[config.mk]
export PLATFORM = sky130hd
export DESIGN_NAME = swallow_divider
export DESIGN_NICKNAME = d
export VERILOG_FILES = /design/src/rtl/swd_pkg.sv /design/src/rtl/swd_main_counter.sv /design/src/rtl/swd_swallow_counter.sv /design/src/rtl/swd_cfg_check.sv /design/src/rtl/swallow_divider.sv
export SDC_FILE = /design/constraint.sdc
export NUM_CORES = 1
export LEC_CHECK = 0
export ABC_AREA = 1
export BUFFER_PORTS_ARGS = -buffer_cell sky130_fd_sc_hd__buf_4
export CAP_MARGIN = 10
export CELL_PAD_IN_SITES_DETAIL_PLACEMENT = 0
export CELL_PAD_IN_SITES_GLOBAL_PLACEMENT = 1
export CORE_ASPECT_RATIO = 0.6
export CORE_MARGIN = 2
export CORE_UTILIZATION = 42
export DETAILED_ROUTE_END_ITERATION = 10
export PLACE_DENSITY = 0.95
export RECOVER_POWER = 50
export SLEW_MARGIN = 20
export SYNTH_ARGS = -nofsm -noshare
export SYNTH_HDL_FRONTEND = slang
export SYNTH_SLANG_ARGS = --single-unit
[constraint.sdc]
create_clock -name clk -period 4.17 [get_ports clk]
set_input_delay 0.834 -clock clk [delete_from_list [all_inputs] [get_ports clk]]
set_output_delay 0.834 -clock clk [all_outputs]
set_load 0.02 [all_outputs]
[src/rtl/swd_pkg.sv]
package swd_pkg;

  // Prescaler ratio selection; the counter pair itself is ratio-agnostic.
  typedef enum logic [1:0] {
    RATIO_4  = 2'd0,
    RATIO_8  = 2'd1,
    RATIO_16 = 2'd2,
    RATIO_RSV = 2'd3
  } ratio_e;

  localparam int unsigned RATIO_W = 2;

endpackage

[src/rtl/swd_main_counter.sv]
module swd_main_counter #(
  parameter int unsigned B_W = 12
) (
  input  logic           clk,
  input  logic           rst_n,
  input  logic           hold_i,
  input  logic [B_W-1:0] b_val_i,
  output logic           term_o,
  output logic           load_o
);

  localparam logic [B_W-1:0] ONE = B_W'(1);

  logic [B_W-1:0] cnt_q;
  logic           at_end;

  // Zero only after reset; one is the last pulse of a period.
  assign at_end = (cnt_q <= ONE);

  always_ff @(posedge clk or negedge rst_n) begin
    if (!rst_n)       cnt_q <= '0;
    else if (hold_i)  cnt_q <= b_val_i;
    else if (at_end)  cnt_q <= b_val_i;
    else              cnt_q <= cnt_q - ONE;
  end

  assign term_o = (cnt_q == ONE) && !hold_i;
  assign load_o = hold_i || at_end;

  AST_HOLD_LOADS_B: assert property (@(posedge clk) disable iff (!rst_n)
    hold_i |=> (cnt_q == $past(b_val_i)));

  AST_FB_SINGLE: assert property (@(posedge clk) disable iff (!rst_n)
    (term_o && (b_val_i >= B_W'(2))) |=> !term_o);

endmodule

[src/rtl/swd_swallow_counter.sv]
module swd_swallow_counter #(
  parameter int unsigned A_W = 6
) (
  input  logic           clk,
  input  logic           rst_n,
  input  logic           load_i,
  input  logic           hold_i,
  input  logic [A_W-1:0] a_val_i,
  output logic           mod_o
);

  logic [A_W-1:0] cnt_q;

  always_ff @(posedge clk or negedge rst_n) begin
    if (!rst_n)              cnt_q <= '0;
    else if (load_i)         cnt_q <= a_val_i;
    else if (cnt_q != '0)    cnt_q <= cnt_q - A_W'(1);
  end

  assign mod_o = (cnt_q != '0);

  AST_MOD_RISE_AT_LOAD: assert property (@(posedge clk) disable iff (!rst_n)
    $rose(mod_o) |-> $past(load_i));

  AST_HOLD_LOADS_A: assert property (@(posedge clk) disable iff (!rst_n)
    hold_i |=> (cnt_q == $past(a_val_i)));

endmodule

[src/rtl/swd_cfg_check.sv]
module swd_cfg_check
  import swd_pkg::*;
#(
  parameter int unsigned B_W   = 12,
  parameter int unsigned A_W   = 6,
  parameter int unsigned B_MIN = 3
) (
  input  logic [B_W-1:0]     b_val_i,
  input  logic [A_W-1:0]     a_val_i,
  input  logic [RATIO_W-1:0] ratio_i,
  output logic               err_o
);

  localparam int unsigned PAD = B_W - A_W;

  logic [B_W-1:0] a_wide;
  logic           swallow_too_long;
  logic           main_too_short;
  logic           ratio_bad;

  assign a_wide           = {{PAD{1'b0}}, a_val_i};
  assign swallow_too_long = (a_wide > b_val_i);
  assign main_too_short   = (b_val_i < B_W'(B_MIN));
  assign ratio_bad        = (ratio_e'(ratio_i) == RATIO_RSV);
  assign err_o            = swallow_too_long || main_too_short || ratio_bad;

endmodule

[src/rtl/swallow_divider.sv]
module swallow_divider
  import swd_pkg::*;
#(
  parameter int unsigned B_W   = 12,
  parameter int unsigned A_W   = 6,
  parameter int unsigned B_MIN = 3
) (
  input  logic           clk,
  input  logic           rst_n,
  input  logic [B_W-1:0] b_val,
  input  logic [A_W-1:0] a_val,
  input  logic [1:0]     ratio_sel,
  input  logic           cnt_clear,
  input  logic           pwr_down,
  output logic           mod_ctl,
  output logic           fb_pulse,
  output logic           cfg_err
);

  logic hold;
  logic period_load;

  assign hold = cnt_clear || pwr_down;

  swd_main_counter #(.B_W(B_W)) u_main (
    .clk     (clk),
    .rst_n   (rst_n),
    .hold_i  (hold),
    .b_val_i (b_val),
    .term_o  (fb_pulse),
    .load_o  (period_load)
  );

  swd_swallow_counter #(.A_W(A_W)) u_swallow (
    .clk     (clk),
    .rst_n   (rst_n),
    .load_i  (period_load),
    .hold_i  (hold),
    .a_val_i (a_val),
    .mod_o   (mod_ctl)
  );

  swd_cfg_check #(.B_W(B_W), .A_W(A_W), .B_MIN(B_MIN)) u_cfg (
    .b_val_i (b_val),
    .a_val_i (a_val),
    .ratio_i (ratio_sel),
    .err_o   (cfg_err)
  );

  AST_ZERO_A_NO_MOD: assert property (@(posedge clk) disable iff (!rst_n)
    (fb_pulse && (a_val == '0)) |=> !mod_ctl);

endmodule

-- Word level (Yosys, flattened, before mapping)
Cells that the tools add are included.
- add/sub/neg operators: 2
- $lt $le $gt $ge: 3
- eq/ne operators: 2
- multiplexer cells: 4
- reduce and logical (&&, ||, !) cells: 8
- operator list (operator ; count):
    12-bit two-way mux ; 2
    12-bit by 1-bit equality test with 1-bit output (second input constant) ; 1
    6-bit by 12-bit greater-than comparator with 1-bit output ; 1
    12-bit by 1-bit less-or-equal comparator with 1-bit output (second input constant) ; 1
    12-bit by 2-bit less-than comparator with 1-bit output (second input constant) ; 1
    6-bit two-way mux ; 2
    12-bit by 1-bit subtractor with 12-bit output (second input constant) ; 1
    6-bit nonzero test ; 1
    6-bit by 1-bit subtractor with 6-bit output (second input constant) ; 1
    1-bit logical OR ; 4
    2-bit equality test (second input constant) ; 1
    2-bit nonzero test ; 1
    1-bit logical AND ; 1
    1-bit logical NOT ; 1
- register bits: 18
- bits of input ports: 24
- output and inout port bits: 3
- logic and storage cells: 21

-- Depth between registers and ports, before layout
Gate-level depths: netlist of the first run.
- depth after elaboration: 3
- gate-level depth with buffers: 10
- depth with buffers taken out: 10

-- By module
Synthesis of the first run repeated with hierarchy kept, for this count alone.
- cells, all modules: 229
- area, all modules: 1554.0 µm²
- modules (own cells, without submodules) (module ; times used ; cells each ; area an instance (µm²) ; sequential area each (µm²)):
    swd_main_counter ; 1 ; 126 ; 894.6 ; 300.3
    swd_swallow_counter ; 1 ; 52 ; 391.6 ; 150.1
    swd_cfg_check ; 1 ; 48 ; 256.5 ; 0.0
    swallow_divider ; 1 ; 3 ; 11.3 ; 0.0

-- Worst setup path before layout of the first run
OpenSTA, ideal clock, no wires.
- path type: input -> output
- start: input port b_val[3]
- end: output port cfg_err
- arrival: 1673 ps
- required time: 3336 ps
- path slack: 1663 ps
- cell stages on the path: 8
- path buffers: 0
- cell sequence: inv_1 > ha_1 > a21oi_1 > o21ai_0 > nand2_1 > nand2_1 > nand2_1 > nand3_1
- longest elaborated chain between the ends: 3
- elaborated cells on any way between the ends: 4
- classes of those cells: order compare (2); reduce/logical (2)
- RTL lines (element ; line ; text):
    from (decl) ; swallow_divider.sv:10 ; input logic [B_W-1:0] b_val,
    6-bit by 12-bit greater-than comparator with 1-bit output or 12-bit by 2-bit less-than comparator with 1-bit output (tied branches) ; swd_cfg_check.sv:22, swd_cfg_check.sv:23 ;
    1-bit logical OR * (2 in a row) ; swd_cfg_check.sv:25 ; assign err_o = swallow_too_long || main_too_short || ratio_bad;
    to (decl) ; swallow_divider.sv:17 ; output logic cfg_err
Mark *: on every way between the ends. The rest lies on a longest branch, timed or not.

-- Worst setup path in the final report of the first run
Same ends and word-level chain as after synthesis.

==> results of run 1 <==
-- sequential cells by signal, indices dropped and copies added (netlist names) --
register / count
u_main.cnt_q: 12
u_swallow.cnt_q: 6
-- synthesized netlist by cell type (all sizes together) --
| cell type | n | area share |
|---|---|---|
| dfrtp | 18 | 0.32 |
| nand4 | 3 | 0.013 |
| a21oi | 6 | 0.026 |
| nand3 | 10 | 0.044 |
| and2 | 1 | 0.0044 |
| inv | 29 | 0.077 |
| xnor2 | 4 | 0.025 |
| nor3 | 3 | 0.014 |
| buf | 3 | 0.030 |
| ha | 9 | 0.079 |
| nor2 | 29 | 0.096 |
| nand2 | 58 | 0.16 |
| xor2 | 5 | 0.031 |
| nand3b | 3 | 0.016 |
| o21ai | 16 | 0.064 |
-- where the power goes --
group | internal, mW | switching [mW] | total, mW | leakage (nW)
Clock | 0.0841 | 0.0637 | 0.148 | 0.0288
Combinational | 0.0508 | 0.0669 | 0.118 | 0.611
Sequential | 0.190 | 0.0171 | 0.208 | 0.211
-- worst paths after layout --
check                                start  cells past startpoint  slack (ps)                  to
min in group asynchronous            rst_n                      1         710     u_main.cnt_q[0]
setup / recovery                  b_val[3]                     10        1400             cfg_err
hold reg to reg            u_main.cnt_q[0]                      1         510     u_main.cnt_q[0]
max in group asynchronous            rst_n                      1        2860     u_main.cnt_q[8]
hold / removal             u_main.cnt_q[0]                      1         510     u_main.cnt_q[0]
setup reg to reg           u_main.cnt_q[0]                      9        1550  u_swallow.cnt_q[1]
-- per-layer routing --
| layer | vias up | track usage | wire length, µm | share of wire |
|---|---|---|---|---|
| met2 | 43 | 0.260 | 1270 | 0.40 |
| li1 | 669 | - | - | - |
| met1 | 550 | 0.296 | 1700 | 0.53 |
| met4 | 0 | 0.0345 | 17 | 0.0053 |
| met5 | - | 0 | 0 | 0 |
| met3 | 2 | 0.0352 | 194 | 0.061 |
-- critical path, delay by kind of cell --
kind / cells / cell delay [ps]
AO/OA/AOI/OAI: 2 / 250
AND/OR/NAND/NOR: 4 / 240
adder cells (fa/ha/maj): 1 / 310
buffers and inverters: 3 / 300
-- per-stage QoR --
| stage | util | instance area [µm²] | instances |
|---|---|---|---|
| CTS | 0.520 | 1690 | 269 |
| global route | 0.515 | 1670 | 269 |
| finish | 0.515 | 1670 | 269 |
| global placement | 0.503 | 1630 | 265 |
| floorplan | - | 1420 | 197 |
| detailed placement | 0.503 | 1630 | 265 |
-- logic make-up (layout without fill, tap and decap cells) --
kind of cell	count (synthesis)	count (layout)	synth area share
AOI/OAI and AO/OA	22	22	0.0907
xor gates and xnor gates	9	9	0.0555
adders and majority gates	9	9	0.0792
buffers and inverters	32	59	0.107
DFF	18	18	0.317
and+or+nand+nor	107	107	0.351
-- area by class of cell --
| class | instances | share of cell area |
|---|---|---|
| sequential | 18 | 0.270 |
| clock buffer | 4 | 0.0330 |
| timing repair buffer | 26 | 0.115 |
| multi-input combinational | 147 | 0.484 |
| tap | 45 | 0.0337 |
| inverter | 29 | 0.0652 |
==> summary.txt, run 1 <==
Outcome
  • Status: complete, no violations

Die
  • Core area: 3240 µm²
  • Initial Utilization: 0.438
  • DIE AREA: 3880 µm²
  • Die Span Y: a little under 50 µm
  • DIE WIDTH: 79.1 µm
  • Number of cell rows: 16
  • IO Count: 27

Finish
  • Register area: approximately 450 µm²
  • Share of cells above drive strength 1: 0.228
  • N_diodes: 0
  • Area of the multi-input gates: slightly above 800 µm²
  • Fill cells: approximately 330
  • Layout area overhead: 17.4%
  • Most common cell after layout, fill and taps aside: nand2_1
  • Commonest cells after routing, fill and taps aside: nand2_1 (52), inv_1 (26), buf_4 (25)
  • Final #Nets: approximately 260

Drt
  • DRT iter0 DRCs: 74
  • Routed wire per std cell: around 12 µm
  • Vias/cell: approximately 4.7
  • Router iterations before antenna repair: 4
  • Final wirelength: roughly 3200 µm
  • Post-detailed-route DRC marker count: 0
  • Post-route ant nets: 0
  • Via count: roughly 1300

STA
  • RSZ-0062 raised after global routing: false
  • Fin. max-slew vios: 0
  • Final period utilization: 0.664
  • Final min period: between 2000 and 3000 ps
  • Hold slack: around 500 ps
  • Setup Skew: approximately 1.0 ps
  • Max Fclk: approximately 360 MHz
  • Worst rel slew slack: 0.134
  • Setup violators final: 0
  • Slew at the pin closest to its max-slew limit: 1300 ps
  • Setup tns final: 0 ps
  • Final worst setup slack: between 1000 and 1500 ps
  • Count of final hold-check violations: 0

Min path
  • Hold Crit Class: register to register

Logic synthesis
  • Post-Syn Area: approximately 1400 µm²
  • #FFs+latches synth: 18
  • Yosys warnings: 0
  • Register area share after synthesis: 0.317
  • Synthesized area per cell: approximately 7.2 µm²
  • Post-Synthesis Cells: between 150 and 200
  • Yosys cell types: 25
  • Syn Nets: between 200 and 250

Placed design
  • Placer Congestion: 0.810
  • Dpl ws: around 1400 ps
  • Hpwl dp: ~2600 µm
  • Port bufs: 26

Power
  • Power Total: ~470 µW
  • Leak Pwr: 0.851 nW
  • PD cells: between 200 and 300 nW/µm²
  • Peak supply drop: between 0.00015 and 0.0002 V

Worst setup path
  • Slowest stage delay, CP: 310 ps
  • Worst Path Arrival: between 1500 and 2000 ps
  • Setup crit end kind: output port
  • Slowest cell on the critical path: ha_1
  • CP Class: primary input to output port
  • Worst setup SP type: primary input
  • CP required: between 3000 and 4000 ps
  • CP cell instances: buf_4 -> inv_1 -> ha_1 -> a21oi_1 -> o21ai_0 -> nand2_1 -> nand2_1 -> nand2_1 -> nand3_1 -> buf_4
  • Most common cell on crit path: nand2_1
  • CP max FO: 2

CTS
  • Cts repair resizes: 0
  • CTS Buffer Depth: 2
  • Root Buffer: clkbuf_8
  • Postcts setup bufs: 0
  • Post-CTS Hold Buffers: 0
  • H-tree levels: 1
  • Clock Pin Slew Worst Setup and Hold Paths: approximately 70 ps
  • CTS buffer count: 3
  • CTS sink cnt: 18
  • CTS tree: yes
  • Worst-Skew Late Latency: 260 ps

GRT
  • First-pass GRT wire length: approximately 5600 µm
  • GR Overflow Total: 0
  • Vias in the first global route: 1203
  • GRT Util Overall: 0.186
  • Largest net degree at the start of global routing: 32
  • Initial antenna violation count: 0

Flow run
  • Total of max-cap violations: 0
(Power assumes the default switching activity.)
==> inputs of run 2 (changes only) <==
Settings changed: CORE_UTILIZATION 42 to 35, PLACE_DENSITY 0.95 to 0.86.
Clock period 4.17 ns to 2.3 ns, I/O delays scaled along.
==> run 2 against run 1 <==
Compared with the run above:
- count of clock-buffer cells in the layout unchanged
- utilization decreased by 6.7 points
- critical path depth fell by 1
- power rose by 82%
- flip-flop and latch count did not move
- routed wire length is 5.3% higher
- hold slack got worse by 160 ps
- largest cell class unchanged
- largest power group unchanged
- highest routed layer unchanged
==> summary.txt, run 2 (same netlist as run 1, synthesis figures left out) <==
Outcome
  • Status: complete, no violations (unchanged)

Drt
  • Routed wl met2: 1200 µm (was 1270 µm)
  • Wire length on met3: 154 µm (was 194 µm)
  • Post-route ant nets: 0 (unchanged)
  • Via count: 1273 (was 1264)
  • Post-detailed-route DRC marker count: 0 (unchanged)
  • Router iterations before antenna repair: 4 (unchanged)
  • Metal-1 WL: 1980 µm (was 1700 µm)
  • Top Layer Used: met4 (unchanged)
  • DRT iter0 DRCs: 68 (was 74)
  • Vias/cell: 4.65 (was 4.70)
  • Final wirelength: 3350 µm (was 3180 µm)
  • Routed wire per std cell: 12.2 µm (was 11.8 µm)

Min path
  • Hold Crit Class: primary input to asynchronous set/reset pin (was register to register)

STA
  • Setup tns final: 0 ps (unchanged)
  • Count of final hold-check violations: 0 (unchanged)
  • Final worst setup slack: 199 ps (was 1400 ps)
  • Slew at the pin closest to its max-slew limit: 998 ps (was 1300 ps)
  • Final period utilization: 0.913
  • Final min period: 2100 ps
  • Worst rel slew slack: 0.334 (was 0.134)
  • RSZ-0062 raised after global routing: false (unchanged)
  • Setup Skew: 1.71 ps (was 1.02 ps)
  • Max Fclk: between 400 and 500 MHz
  • Fin. max-slew vios: 0 (unchanged)
  • Setup violators final: 0 (unchanged)

Worst setup path
  • CP required: 2450 ps (was 3340 ps)
  • CP Class: register to register (was primary input to output port)
  • Setup crit end kind: register (was output port)
  • Worst setup SP type: register (was primary input)
  • Worst Path Arrival: 2250 ps (was 1930 ps)
  • CP max FO: 12 (was 2)

Finish
  • Layout area overhead: 19.2% (was 17.4%)
  • Commonest cells after routing, fill and taps aside: nand2_1 (52), buf_4 (28), inv_1 (26) (was nand2_1 (52), inv_1 (26), buf_4 (25))
  • Final Instance Area: 1690 µm² (was 1670 µm²)
  • Non-Filler Instances: 274 (was 269)
  • Share of cells above drive strength 1: 0.238 (was 0.228)
  • Most common cell after layout, fill and taps aside: nand2_1 (unchanged)
  • Max reg flops: 12 (unchanged)
  • N_diodes: 0 (unchanged)
  • Top flop regs: u_main.cnt_q (12), u_swallow.cnt_q (6) (unchanged)
  • Most flop-heavy register: u_main.cnt_q (unchanged)
  • Final #Nets: 261 (was 258)

GRT
  • Largest net degree at the start of global routing: 19 (was 32)
  • GRT Util Overall: 0.163 (was 0.186)
  • First-pass GRT wire length: 5730 µm (was 5620 µm)
  • Initial antenna violation count: 0 (unchanged)
  • GR Overflow Total: 0 (unchanged)
  • Vias in the first global route: 1199 (was 1203)

Die
  • DIE AREA: 4600 µm² (was 3880 µm²)
  • Initial Utilization: 0.375 (was 0.438)
  • Die Span Y: 53.4 µm (was 49.1 µm)
  • Number of cell rows: 17 (was 16)
  • DIE WIDTH: 86.3 µm (was 79.1 µm)
  • Core area: 3790 µm² (was 3240 µm²)
  • IO Count: 27 (unchanged)

CTS
  • Cts repair resizes: 0 (unchanged)
  • CTS Buffer Depth: 2 (unchanged)
  • Clock Pin Slew Worst Setup and Hold Paths: 70 ps (about the same)
  • CTS buffer count: 3 (unchanged)
  • CTS tree: yes (unchanged)
  • Root Buffer: clkbuf_8 (unchanged)
  • CTS sink cnt: 18 (unchanged)
  • Worst-Skew Late Latency: 260 ps (about the same)
  • Postcts setup bufs: 0 (unchanged)
  • H-tree levels: 1 (unchanged)
  • Post-CTS Hold Buffers: 0 (unchanged)

Flow run
  • Total of max-cap violations: 0 (unchanged)

Placed design
  • Placed Cells: 270 (was 265)
  • Port bufs: 26 (unchanged)
  • DP Area: 1660 µm² (was 1630 µm²)
  • Dpl ws: 321 ps (was 1440 ps)
  • Hpwl dp: 2820 µm (was 2590 µm)
  • Placer Congestion: 0.889 (was 0.810)

Power
  • PD cells: 508 nW/µm² (was 283 nW/µm²)
  • Leak Pwr: 0.864 nW (was 0.851 nW)
  • Power Total: 861 µW (was 473 µW)
  • Peak supply drop: 0.000227 V (was 0.000154 V)
run 2: changes by cell type in the layout (fill, tap and decap cells not counted):
| cell | delta |
|---|---|
| buf_4 | +3 |
run 2: per-stage QoR:
stage                util  hold slack, ps
floorplan               -             164
global placement    0.437             346
detailed placement  0.437             348
CTS                 0.452            70.3
global route        0.447             436
finish              0.447             344
run 2: worst paths after layout:
kind	cells past startpoint	start	endpoint	slack (ps)
setup / recovery	9	u_main.cnt_q[0]	u_swallow.cnt_q[1]	200
hold / removal	1	rst_n	u_main.cnt_q[1]	340
setup reg to reg	9	u_main.cnt_q[0]	u_swallow.cnt_q[1]	200
hold reg to reg	1	u_main.cnt_q[0]	u_main.cnt_q[0]	520
max in group asynchronous	1	rst_n	u_swallow.cnt_q[4]	1350
min in group clk	3	b_val[11]	u_main.cnt_q[11]	410
run 2: cell type report:
cell class / count / area [µm²]
Fill cell: 394 / 2090
Tap cell: 47 / 58.8
Clock buffer: 4 / 55.1
Multi-Input combinational cell: 147 / 807
Sequential cell: 18 / 450
Inverter: 29 / 109
Timing Repair Buffer: 29 / 214
run 2: per-layer routing:
metal | global-route usage | vias to the layer above
li1 | - | 675
met1 | 0.264 | 565
met2 | 0.222 | 31
met3 | 0.0250 | 2
met4 | 0.0313 | 0
met5 | 0 | -
run 2: power by group:
part	leakage, nW	switching, mW	internal [mW]	total (mW)
Combinational	0.624	0.124	0.0936	0.218
Sequential	0.211	0.0321	0.345	0.377
Clock	0.0288	0.114	0.152	0.266
run 2: critical path: stages, from the launching register on:
cell	delay [ps]
dfrtp_1	420
inv_1	130
ha_1	260
nand2_2	110
nor2_4	130
nand2_2	70
nand3_1	410
inv_1	270
nand2_1	110
nand3_1	70
==> inputs of run 3 (changes only) <==
Settings changed: CORE_ASPECT_RATIO 0.6 to unset, RECOVER_POWER 50 to 25, SKIP_CTS_REPAIR_TIMING set to 1.
==> run 3 against run 2 <==
Compared with the run above:
- clock power fell by 21%
- combinational power decreased by 3%
- die area decreased by 0.36%
- flip-flop and latch count stayed put
- worst setup slack worse by 3.9 ps
- hold slack improved by 7.5 ps
- via count fell by 4.2%
- power fell by 7.5%
- register-to-register slack improved by 300 ps
- maximum frequency is 0.19% lower
- clock skew increased by 0.71 ps
==> summary.txt, run 3 (same netlist as run 1, synthesis figures left out) <==
Outcome
  • Status: complete, no violations (unchanged)

CTS
  • CTS sink cnt: 18 (unchanged)
  • CTS Buffer Depth: 2 (unchanged)
  • Worst-Skew Late Latency: 250 ps (was 260 ps)
  • CTS buffer count: 3 (unchanged)
  • Root Buffer: clkbuf_8 (unchanged)
  • Clock Pin Slew Worst Setup and Hold Paths: 60 ps (was 70 ps)
  • H-tree levels: 1 (unchanged)
  • CTS tree: yes (unchanged)

STA
  • Fin. max-slew vios: 0 (unchanged)
  • Slew at the pin closest to its max-slew limit: 985 ps (was 998 ps)
  • Final min period: 2100 ps (about the same)
  • Final worst setup slack: 195 ps (was 199 ps)
  • Worst rel slew slack: 0.343 (was 0.334)
  • Count of final hold-check violations: 0 (unchanged)
  • Setup Skew: 2.41 ps (was 1.71 ps)
  • Max Fclk: 475 MHz (was 476 MHz)
  • Hold slack: 351 ps (was 344 ps)
  • Final period utilization: 0.915 (was 0.913)
  • Setup tns final: 0 ps (unchanged)
  • Setup violators final: 0 (unchanged)
  • RSZ-0062 raised after global routing: false (unchanged)

Finish
  • Final core occ: 0.427 (was 0.447)
  • Fill cells: 400 (was 394)
  • Most flop-heavy register: u_main.cnt_q (unchanged)
  • Share of cells above drive strength 1: 0.232 (was 0.238)
  • Max reg flops: 12 (unchanged)
  • Final Instance Area: 1680 µm² (was 1690 µm²)
  • Non-Filler Instances: 274 (unchanged)
  • Final #Nets: 259 (was 261)
  • Top flop regs: u_main.cnt_q (12), u_swallow.cnt_q (6) (unchanged)
  • Layout area overhead: 18.3% (was 19.2%)
  • Commonest cells after routing, fill and taps aside: nand2_1 (52), inv_1 (26), buf_4 (26) (was nand2_1 (52), buf_4 (28), inv_1 (26))
  • N_diodes: 0 (unchanged)
  • Most common cell after layout, fill and taps aside: nand2_1 (unchanged)

Drt
  • DRT iter0 DRCs: 33 (was 68)
  • Vias/cell: 4.45 (was 4.65)
  • Routed wire per std cell: 10.8 µm (was 12.2 µm)
  • Post-detailed-route DRC marker count: 0 (unchanged)
  • Via count: 1220 (was 1273)
  • Final wirelength: 2960 µm (was 3350 µm)
  • Router iterations before antenna repair: 4 (unchanged)
  • Post-route ant nets: 0 (unchanged)

Placed design
  • Dpl ws: 323 ps (was 321 ps)
  • Placer Congestion: 0.818 (was 0.889)
  • DP Area: 1640 µm² (was 1660 µm²)
  • Hpwl dp: 2450 µm (was 2820 µm)
  • Placed Cells: 271 (was 270)
  • Port bufs: 26 (unchanged)

Worst setup path
  • CP max FO: 6 (was 12)
  • Setup crit end kind: output port (was register)
  • Worst Path Arrival: 1640 ps (was 2250 ps)
  • R2r setup slk: 500 ps (was 200 ps)
  • Worst setup SP type: register (unchanged)
  • CP required: 1840 ps (was 2450 ps)
  • FF-to-FF path depth: 10 (was 9)
  • CP Class: register to output port (was register to register)

GRT
  • GR Overflow Total: 0 (unchanged)
  • Largest net degree at the start of global routing: 24 (was 19)
  • Initial antenna violation count: 0 (unchanged)
  • First-pass GRT wire length: 5270 µm (was 5730 µm)
  • GRT Util Overall: 0.152 (was 0.163)
  • Vias in the first global route: 1239 (was 1199)

Die
  • DIE WIDTH: 67.7 µm (was 86.3 µm)
  • Core area: 3940 µm² (was 3790 µm²)
  • Number of cell rows: 23 (was 17)
  • DIE AREA: 4590 µm² (was 4600 µm²)
  • Die Span Y: 67.7 µm (was 53.4 µm)
  • Initial Utilization: 0.361 (was 0.375)
  • IO Count: 27 (unchanged)

Power
  • Power Total: 796 µW (was 861 µW)
  • Peak supply drop: 0.000198 V (was 0.000227 V)
  • Leak Pwr: 0.852 nW (was 0.864 nW)
  • PD cells: 473 nW/µm² (was 508 nW/µm²)

Flow run
  • Total of max-cap violations: 0 (unchanged)

Min path
  • Hold Crit Class: primary input to asynchronous set/reset pin (unchanged)
run 3: changes by cell type in the layout (fill, tap and decap cells not counted):
cell | before | now
clkbuf_8 | 4 | 3
buf_4 | 28 | 26
nand3_1 | 10 | 9
nand3_4 | 0 | 1
run 3: per-layer routing:
layer	routed length [µm]	share of wire	track usage	vias to the layer above
met5	0	0	0	-
met4	55	0.019	0.0689	0
met3	95	0.032	0.0133	5
met2	1340	0.45	0.256	28
met1	1470	0.50	0.197	517
li1	-	-	-	670
run 3: path summary, 6_finish.rpt:
| path | from | endpoint |
|---|---|---|
| max in group asynchronous | rst_n | u_main.cnt_q[0] |
| min | rst_n | u_main.cnt_q[9] |
| max | u_swallow.cnt_q[0] | mod_ctl |
| min in group clk | b_val[11] | u_main.cnt_q[11] |
| max reg2reg | u_main.cnt_q[0] | u_main.cnt_q[2] |
| min reg2reg | u_main.cnt_q[0] | u_main.cnt_q[0] |
run 3: area by class of cell:
class | count | area, µm² | share of cell area
clock buffer | 3 | 41.3 | 0.0246
inverter | 29 | 109 | 0.0647
multi-input combinational | 147 | 820 | 0.487
sequential | 18 | 450 | 0.268
tap | 50 | 62.6 | 0.0372
timing repair buffer | 27 | 199 | 0.118
run 3: worst max-delay path, stage by stage (launching register included):
cell and delay [ps]:
dfrtp_1 420, inv_1 110, ha_1 190, inv_1 60
nor3_2 200, nand2_1 210, buf_4 210
run 3: power by group:
part           internal [mW]  switching [mW]
Sequential             0.346          0.0306
Combinational         0.0924           0.118
Clock                  0.116          0.0931
